--- config.mk ---
export PLATFORM = sky130hd
export DESIGN_NAME = vec_table_regs
export DESIGN_NICKNAME = d
export VERILOG_FILES = /design/src/rtl/vtr_pkg.sv /design/src/rtl/vtr_decode.sv /design/src/rtl/vtr_entry_store.sv /design/src/rtl/vtr_pend_array.sv /design/src/rtl/vec_table_regs.sv
export SDC_FILE = /design/constraint.sdc
export NUM_CORES = 2
export LEC_CHECK = 0
export CORE_AREA = 2 2 467 469
export DETAILED_ROUTE_END_ITERATION = 8
export DIE_AREA = 0 0 469 471
export DONT_BUFFER_PORTS = 1
export GPL_TIMING_DRIVEN = 1
export HOLD_SLACK_MARGIN = 0.02
export REMOVE_ABC_BUFFERS = 1
export SLEW_MARGIN = 20
export SYNTH_ARGS = -nofsm -noshare
export SYNTH_HDL_FRONTEND = slang
export SYNTH_SLANG_ARGS = --single-unit
--- constraint.sdc ---
create_clock -name clk -period 2.1 [get_ports clk]
set_input_delay 0.21 -clock clk [delete_from_list [all_inputs] [get_ports clk]]
set_output_delay 0.21 -clock clk [all_outputs]
set_load 0.02 [all_outputs]
--- src/rtl/vtr_pkg.sv ---
package vtr_pkg;
    localparam int          OFF_W       = 12;
    localparam int          IDX_W       = 7;
    localparam int          MAX_VEC     = 32;
    localparam int          CTRL_WORD   = 3;
    localparam int          MASK_BIT    = 0;
    localparam logic [1:0]  SZ_WORD     = 2'd2;

    typedef struct packed {
        logic             legal;
        logic             bad;
        logic             is_tab;
        logic [IDX_W-1:0] vec;
        logic [1:0]       word;
        logic [8:0]       pword;
    } dec_t;
endpackage

--- src/rtl/vtr_decode.sv ---
module vtr_decode
    import vtr_pkg::*;
(
    input  logic [OFF_W-1:0] addr,
    input  logic [1:0]       size,
    input  logic             rd,
    input  logic             wr,
    output dec_t             dec
);
    always_comb begin
        dec        = '0;
        dec.legal  = (rd | wr) && (size == SZ_WORD);
        dec.bad    = (rd | wr) && (size != SZ_WORD);
        dec.is_tab = ~addr[OFF_W-1];
        dec.vec    = addr[10:4];
        dec.word   = addr[3:2];
        dec.pword  = addr[10:2];
    end
endmodule

--- src/rtl/vtr_entry_store.sv ---
module vtr_entry_store
    import vtr_pkg::*;
#(
    parameter int NUM_VEC = 8
) (
    input  logic                              clk,
    input  logic                              rst_n,
    input  logic                              we,
    input  logic [IDX_W-1:0]                  vec,
    input  logic [1:0]                        word,
    input  logic [31:0]                       wdata,
    output logic [NUM_VEC-1:0][3:0][31:0]     ent_o
);
    localparam int VI_W = (NUM_VEC > 1) ? $clog2(NUM_VEC) : 1;

    typedef struct packed {
        logic [NUM_VEC-1:0][3:0][31:0] ent;
    } st_t;

    st_t st_d, st_q;

    function automatic st_t reset_image();
        st_t r;
        r = '0;
        for (int v = 0; v < NUM_VEC; v++) begin
            r.ent[v][CTRL_WORD][MASK_BIT] = 1'b1;
        end
        return r;
    endfunction

    always_comb begin
        st_d = st_q;
        if (we && (vec < IDX_W'(NUM_VEC))) begin
            st_d.ent[vec[VI_W-1:0]][word] = wdata;
        end
    end

    always_ff @(posedge clk) begin
        if (!rst_n) st_q <= reset_image();
        else        st_q <= st_d;
    end

    assign ent_o = st_q.ent;
endmodule

--- src/rtl/vtr_pend_array.sv ---
module vtr_pend_array #(
    parameter int NUM_VEC = 8
) (
    input  logic               clk,
    input  logic               rst_n,
    input  logic [NUM_VEC-1:0] set_i,
    input  logic [NUM_VEC-1:0] clr_i,
    output logic [NUM_VEC-1:0] bits_o
);
    typedef struct packed {
        logic [NUM_VEC-1:0] bits;
    } st_t;

    st_t st_d, st_q;

    always_comb begin
        st_d      = st_q;
        st_d.bits = (st_q.bits & ~clr_i) | set_i;
    end

    always_ff @(posedge clk) begin
        if (!rst_n) st_q <= '0;
        else        st_q <= st_d;
    end

    assign bits_o = st_q.bits;
endmodule

--- src/rtl/vec_table_regs.sv ---
module vec_table_regs
    import vtr_pkg::*;
#(
    parameter int NUM_VEC = 8
) (
    input  logic                    clk,
    input  logic                    rst_n,
    input  logic [11:0]             bus_addr,
    input  logic [1:0]              bus_size,
    input  logic                    bus_rd,
    input  logic                    bus_wr,
    input  logic [31:0]             bus_wdata,
    output logic [31:0]             bus_rdata,
    output logic                    bus_err,
    input  logic [NUM_VEC-1:0]      pend_set,
    input  logic [NUM_VEC-1:0]      pend_clr,
    output logic [64*NUM_VEC-1:0]   vec_addr,
    output logic [32*NUM_VEC-1:0]   vec_data,
    output logic [NUM_VEC-1:0]      vec_mask,
    output logic [NUM_VEC-1:0]      pend_bits,
    output logic                    upd_valid,
    output logic [6:0]              upd_vec
);
    localparam int VI_W = (NUM_VEC > 1) ? $clog2(NUM_VEC) : 1;

    typedef struct packed {
        logic [31:0]      rdata;
        logic             err;
        logic             upd;
        logic [IDX_W-1:0] uvec;
    } out_t;

    dec_t                          dec;
    logic [NUM_VEC-1:0][3:0][31:0] ent;
    logic                          tab_we;
    logic                          vec_impl;
    out_t                          out_d, out_q;

    vtr_decode u_dec (
        .addr (bus_addr),
        .size (bus_size),
        .rd   (bus_rd),
        .wr   (bus_wr),
        .dec  (dec)
    );

    assign tab_we   = bus_wr && dec.legal && dec.is_tab;
    assign vec_impl = dec.vec < IDX_W'(NUM_VEC);

    vtr_entry_store #(.NUM_VEC(NUM_VEC)) u_store (
        .clk   (clk),
        .rst_n (rst_n),
        .we    (tab_we),
        .vec   (dec.vec),
        .word  (dec.word),
        .wdata (bus_wdata),
        .ent_o (ent)
    );

    vtr_pend_array #(.NUM_VEC(NUM_VEC)) u_pend (
        .clk    (clk),
        .rst_n  (rst_n),
        .set_i  (pend_set),
        .clr_i  (pend_clr),
        .bits_o (pend_bits)
    );

    always_comb begin
        out_d      = '0;
        out_d.err  = dec.bad;
        out_d.upd  = tab_we;
        out_d.uvec = dec.vec;
        if (bus_rd && dec.legal) begin
            if (dec.is_tab) begin
                if (vec_impl) out_d.rdata = ent[dec.vec[VI_W-1:0]][dec.word];
            end else if (dec.pword == '0) begin
                out_d.rdata = 32'(pend_bits);
            end
        end
    end

    always_ff @(posedge clk) begin
        if (!rst_n) out_q <= '0;
        else        out_q <= out_d;
    end

    assign bus_rdata = out_q.rdata;
    assign bus_err   = out_q.err;
    assign upd_valid = out_q.upd;
    assign upd_vec   = out_q.uvec;

    for (genvar v = 0; v < NUM_VEC; v++) begin : g_vec
        assign vec_addr[64*v +: 64] = {ent[v][1], ent[v][0]};
        assign vec_data[32*v +: 32] = ent[v][2];
        assign vec_mask[v]          = ent[v][CTRL_WORD][MASK_BIT];
    end
endmodule

* After elaboration in Yosys (flattened, before gate mapping)
Cells that the tools add are included.
W data, S select, Z words.
** Cells by class
- $lt $le $gt $ge :: 5
- Equality and inequality tests :: 2
- Muxes and demuxes :: 12
- Reduce and logical (&&, ||, !) cells :: 10
- Bitwise gates (word level) :: 5
** Operator list (number)
- $bwmux W1024 :: 1
- $bmux W128 S3 :: 1
- $demux W128 S3 :: 1
- $mux W128 :: 2
- $mux W32 :: 4
- $bmux W32 S2 :: 1
- $demux W32 S2 :: 1
- $logic_not A9 Y1 :: 1
- $and A8 B8 Y8 :: 1
- $logic_and A1 B1 Y1 :: 8
- $mux W8 :: 1
- $not A8 Y8 :: 1
- $or A8 B8 Y8 :: 1
- $lt A7 B4 Y1 const B :: 1
- $lt A3 B4 Y1 const B :: 1
- $ge A3 B1 Y1 const B :: 1
- $lt A2 B3 Y1 const B :: 1
- $eq A2 B2 Y1 const B :: 1
- $ge A2 B1 Y1 const B :: 1
- $ne A2 B2 Y1 const B :: 1
- $reduce_and A2 Y1 :: 1
- $not A1 Y1 :: 1
- $or A1 B1 Y1 :: 1
** Storage, ports and cells
- Flip-flop bits (word level) :: 1073
- Word-level logic and storage cells :: 71
- Output and inout bits :: 825
- Input bits :: 66

* Depth between registers and ports, before layout
- Depth after elaboration :: 7
- Mapped depth :: 9

* By module
From an unflattened synthesis, not the netlist that was laid out.
** Unflattened totals
- Cells, all modules :: 4204
- Area total of the unflattened synthesis :: 46503.4 µm²
** By module, submodules not included
- vtr_entry_store :: area each 36686.4 µm², instances 1, cells an instance 3477
- vec_table_regs :: area each 9308.9 µm², instances 1, cells an instance 679
- vtr_pend_array :: area each 337.8 µm², instances 1, cells an instance 25
- vtr_decode :: area each 170.2 µm², instances 1, cells an instance 23

* Least setup slack after synthesis
Ideal clock, no wire load.
- Path type :: input to register
- Start point :: in bus_addr[6]
- End point :: reg out_q (netlist bit bus_rdata[29])
- Data required time :: 1978 ps
- Arrival :: 1885 ps
- Stages on the path :: 9
- Slack :: 94 ps
- Path through :: buf_2 > buf_2 > buf_4 > clkbuf_1 > mux4_2 > mux2i_1 > o22ai_1 > a221oi_1 > nor2_1
** On the way
- Longest elaborated chain between the ends :: 6
** RTL lines
- start: declaration :: line vec_table_regs.sv:8 : input logic [11:0] bus_addr,
- $bmux W128 S3 :: line vec_table_regs.sv:75 : if (vec_impl) out_d.rdata = ent[dec.vec[VI_W-1:0]][dec.word];
- $mux W128 (implied by the code) :: line vec_table_regs.sv:75
- $bmux W32 S2 :: line vec_table_regs.sv:75
- $mux W32 (implied by the code) :: line vec_table_regs.sv:75
- $mux W32 (*) :: line vec_table_regs.sv:75
- $mux W32 (*) :: line vec_table_regs.sv:74 : if (dec.is_tab) begin
- end signal: assignment :: line vec_table_regs.sv:84 : else out_q <= out_d;
- end: declaration :: line vec_table_regs.sv:37 : out_t out_d, out_q;
Mark *: on every way between the ends. The rest lies on a longest branch, timed or not. The select of a mux whose other input is x is not followed.
A chain may end at the register's enable or synchronous reset.

* Worst setup path after layout
- Start point :: in bus_addr[5]
- End point :: reg out_q (netlist bit bus_rdata[23])
Same word-level chain as after synthesis.

==> impl_metrics.csv <==
group,metric,value,unit
run_status,outcome,"finished, violations left",
run_status,violations,"max-slew violations, negative setup slack",
sta,rsz0062_at_grt,"no",
sta,finalCritPeriodShare,1.15,
cells_and_area,instances_no_fill,9556,
global_routing,grt_max_degree,510,
worst_setup_path,worstReg2RegStart,"u_store.ent_o[951]$_SDFFE_PN0P_",
global_routing,grt_util_met1,0.307,
drt,detailedRoute.firstPassIterationCount,6,
synthesis,synth-edff-count,0,
global_routing,grtUsageMet2,0.394,
global_routing,globalRouteOverflowTotal,0,
floorplanning,effective_utilization_at_floorplan,0.249,
power,p_leak,25.1,nW
worst_setup_path,timing.critical_path.slowest_cell_delay,0.73,ns
drt,drt-initial-drc-count,5771,
sta,timing.slew.headroom,-0.111,
synthesis,yosysTopAreaCellShare,0.400,
placed_design,dpl.cell_count,8660,
cells_and_area,most_frequent_cells_in_the_layout,"sky130_fd_sc_hd__nand2_1, sky130_fd_sc_hd__dfxtp_1, sky130_fd_sc_hd__buf_4, sky130_fd_sc_hd__dlygate4sd3_1, sky130_fd_sc_hd__a21boi_1",
sta,post-route-worst-setup-slack,-0.315,ns
synthesis,yosys.area.top_type,"sky130_fd_sc_hd__dfxtp_1",
cells_and_area,fillers,22200,
synthesis,synth.area.top_cells,"sky130_fd_sc_hd__dfxtp_1, sky130_fd_sc_hd__nand2_1, sky130_fd_sc_hd__buf_4",
sta,final_hold_viol_count,0,
global_routing,grtUsageMet3,0.0906,
global_routing,globalRouteTotalUtil,0.257,
clock_network,cts_tree,"yes",
placed_design,dp_hpwl,192000,um
worst_setup_path,kind_of_start_point_of_the_critical_path,"primary input",
cells_and_area,layout.nets,6642,
global_routing,grt_first_pass_wirelength,397000,um
floorplanning,core_area,216000,um^2
sta,clock_skew,0.0389,ns
worst_setup_path,crit_chain,"and2_4 -> buf_4 -> a22oi_2 -> o221ai_1 -> o211ai_1 -> a21oi_1",
cells_and_area,final-seq-area,21500,um^2
global_routing,busiest_layer,"met2",
synthesis,ys.warnings.count,0,
global_routing,first_global_vias,47600,
cells_and_area,drive_gt1_frac,0.191,
sta,setup_viol,153,
sta,finalSetupTns,-10.80,ns
floorplanning,dieWidth,469,um
cells_and_area,syn_to_final_growth,25.9,%
cells_and_area,final_common_cell,"sky130_fd_sc_hd__nand2_1",
clock_network,cts_max_path_buffers,3,
worst_setup_path,r2r_setup_slack,-0.08,ns
placed_design,finalWeightedCongestion,0.893,
synthesis,synth.avg_cell_area,8.40,um^2
clock_network,h-tree-depth,4,
clock_network,clock_sink_count,1073,
drt,dr_total_vias,49000,
floorplanning,rows,171,
cells_and_area,multi_input_area,24200,um^2
hold_path,hold_class,"in -> reg",
synthesis,synth_ff_type,"sky130_fd_sc_hd__dfxtp_1",
drt,detail-route-antenna-nets,0,
synthesis,post_synthesis_async_set_or_reset_flop_share,0,
placed_design,numPortBuffers,0,
synthesis,post_synth_num_cell_types,65,
sta,hold_ws,0.0823,ns
drt,detail_route.vias_per_cell,5.13,
worst_setup_path,cp.arrival,3.05,ns
drt,routedWlPerCell,30.9,um
floorplanning,floorplan.die.height,471,um
drt,routed_wirelength,296000,um
worst_setup_path,worst-path-max-fanout,282,
sta,slew_violations,161,
synthesis,post_synthesis_register_bit_count,1073,
sta,finalWorstPathRequiredPeriod,2.42,ns
clock_network,clk_pin_slew_worst_paths,0.06,ns
clock_network,clk_latency,0.80,ns
synthesis,post_synth_inst_count,6398,
floorplanning,design.die.area,221000,um^2
worst_setup_path,regToRegEndpoint,"bus_rdata[23]$_SDFF_PP0_",
hold_path,hold_path.startpoint,"bus_addr[2]",
floorplanning,boundaryPins,891,
worst_setup_path,worst-r2r-cell-count,6,
drt,drcViolationCount,0,
synthesis,synth.cell_area,53700,um^2
hold_path,holdPathStages,3,
global_routing,antenna_found_initial,29,
clock_network,numCtsBuffers,132,
worst_setup_path,cp.required,2.74,ns
hold_path,endpoint_with_the_worst_hold_slack,"bus_rdata[15]$_SDFF_PP0_",
job,maxCapViolations,0,
synthesis,seq_area_frac_synth,0.400,
worst_setup_path,timing.setup.critical_path_class,"in -> reg",
worst_setup_path,timing.critical_path.to_type,"register",
worst_setup_path,critical-path-slowest-cell,"sky130_fd_sc_hd__and2_4",
power,max-vdd-ir-drop,0.878,mV
sta,tightest_slew,1.67,ns
clock_network,cts.root.buffer_cell,"sky130_fd_sc_hd__clkbuf_16",
power,power_density,698,nW/um^2
sta,timing.fmax,414,MHz
[cell families (layout without fill, tap and decap cells)]
logic type / count (synthesis) / after routing / synth area share
muxes: 287 / 287 / 0.0814
and+or+nand+nor: 2314 / 2314 / 0.169
buffers and inverters: 1346 / 1624 / 0.156
DFF: 1073 / 1073 / 0.400
other: 0 / 26 / 0
AOI/OAI and AO/OA: 1378 / 1378 / 0.194
[Yosys cell counts (5+ instances only)]
| cell | number |
|---|---|
| sky130_fd_sc_hd__a21boi_0 | 448 |
| sky130_fd_sc_hd__a21boi_1 | 568 |
| sky130_fd_sc_hd__a21oi_1 | 28 |
| sky130_fd_sc_hd__a221o_1 | 9 |
| sky130_fd_sc_hd__a221oi_1 | 97 |
| sky130_fd_sc_hd__a222oi_1 | 5 |
| sky130_fd_sc_hd__a22o_1 | 17 |
| sky130_fd_sc_hd__a22oi_1 | 89 |
| sky130_fd_sc_hd__a31oi_1 | 12 |
| sky130_fd_sc_hd__and2_1 | 24 |
| sky130_fd_sc_hd__buf_1 | 9 |
| sky130_fd_sc_hd__buf_2 | 74 |
| sky130_fd_sc_hd__buf_4 | 817 |
| sky130_fd_sc_hd__buf_6 | 19 |
| sky130_fd_sc_hd__clkbuf_1 | 419 |
| sky130_fd_sc_hd__dfxtp_1 | 1073 |
| sky130_fd_sc_hd__inv_1 | 6 |
| sky130_fd_sc_hd__mux2_2 | 68 |
| sky130_fd_sc_hd__mux2i_1 | 106 |
| sky130_fd_sc_hd__mux4_2 | 113 |
| sky130_fd_sc_hd__nand2_1 | 2130 |
| sky130_fd_sc_hd__nand2b_1 | 6 |
| sky130_fd_sc_hd__nand3_1 | 35 |
| sky130_fd_sc_hd__nand4_1 | 9 |
| sky130_fd_sc_hd__nor2_1 | 50 |
| sky130_fd_sc_hd__nor2b_1 | 16 |
| sky130_fd_sc_hd__o211ai_1 | 5 |
| sky130_fd_sc_hd__o21a_1 | 12 |
| sky130_fd_sc_hd__o21ai_0 | 21 |
| sky130_fd_sc_hd__o221ai_1 | 13 |
| sky130_fd_sc_hd__o22ai_1 | 20 |
| sky130_fd_sc_hd__or2_2 | 16 |
[report_power, final]
group | internal (mW) | switching (mW)
clock | 13.9 | 10.0
combinational | 1.08 | 1.71
sequential | 20.4 | 0.0420
[critical path, delay by kind of cell]
family                 cells  cell delay (ns)
AOI/OAI and AO/OA          4             1.29
and+or+nand+nor            1             0.73
buffers and inverters      1             0.21
[worst max-delay path by stage]
| stage | startpoint | to | slack, ns | depth (start not counted) |
|---|---|---|---|---|
| global route | bus_addr[6] | u_store.ent_o[503]$_SDFFE_PN0P_ | 0.009 | 9 |
| global placement | bus_addr[5] | bus_rdata[8]$_SDFF_PP0_ | -0.63 | 7 |
| floorplan | bus_addr[6] | u_store.ent_o[256]$_SDFFE_PN0P_ | -1.87 | 5 |
| CTS | u_store.ent_o[72]$_SDFFE_PN0P_ | bus_rdata[8]$_SDFF_PP0_ | 0.02 | 6 |
| finish | bus_addr[5] | bus_rdata[23]$_SDFF_PP0_ | -0.32 | 6 |
| detailed placement | bus_addr[5] | bus_rdata[8]$_SDFF_PP0_ | -0.66 | 7 |
[sequential cells by signal, summed over array words and instances (netlist names)]
| signal | count |
|---|---|
| u_store.ent_o | 1024 |
| bus_rdata | 32 |
| u_pend.bits_o | 8 |
| upd_vec | 7 |
| bus_err | 1 |
| upd_valid | 1 |
[metrics by stage]
step | util | worst slack (ns) | instance area (um^2) | power [mW]
after CTS | 0.312 | 0.0157 | 67500 | 47.4
after global routing | 0.313 | 0.00857 | 67600 | 48.3
after global placement | 0.260 | -0.630 | 56100 | 22.4
final | 0.313 | -0.315 | 67600 | 47.2
after detailed placement | 0.260 | -0.659 | 56100 | 22.4
after floorplan | - | -1.87 | 45400 | 21.6
[area by class of cell]
cell class,count,share of cell area
diodes,26,0.000962
clock buffers,195,0.0576
clock inverters,39,0.00868
inverters,7,0.000444
multi-input cells,3979,0.358
flip-flops and latches,1073,0.318
well taps,2854,0.0528
repair buffers,1383,0.204
[routing by layer]
layer	part of all wire	wire length [um]
met1	0.38	113000
met2	0.43	128000
met3	0.11	34000
met4	0.072	21400
met5	0.000058	17
[timing repair]
item,in CTS,in global routing
hold buffers,633,1
gates resized for setup,2,10
pin swaps,0,1
setup buffers,0,2
hold endpoints to repair,1073,1
setup endpoints to repair,2,79
(Power assumes the default switching activity.)
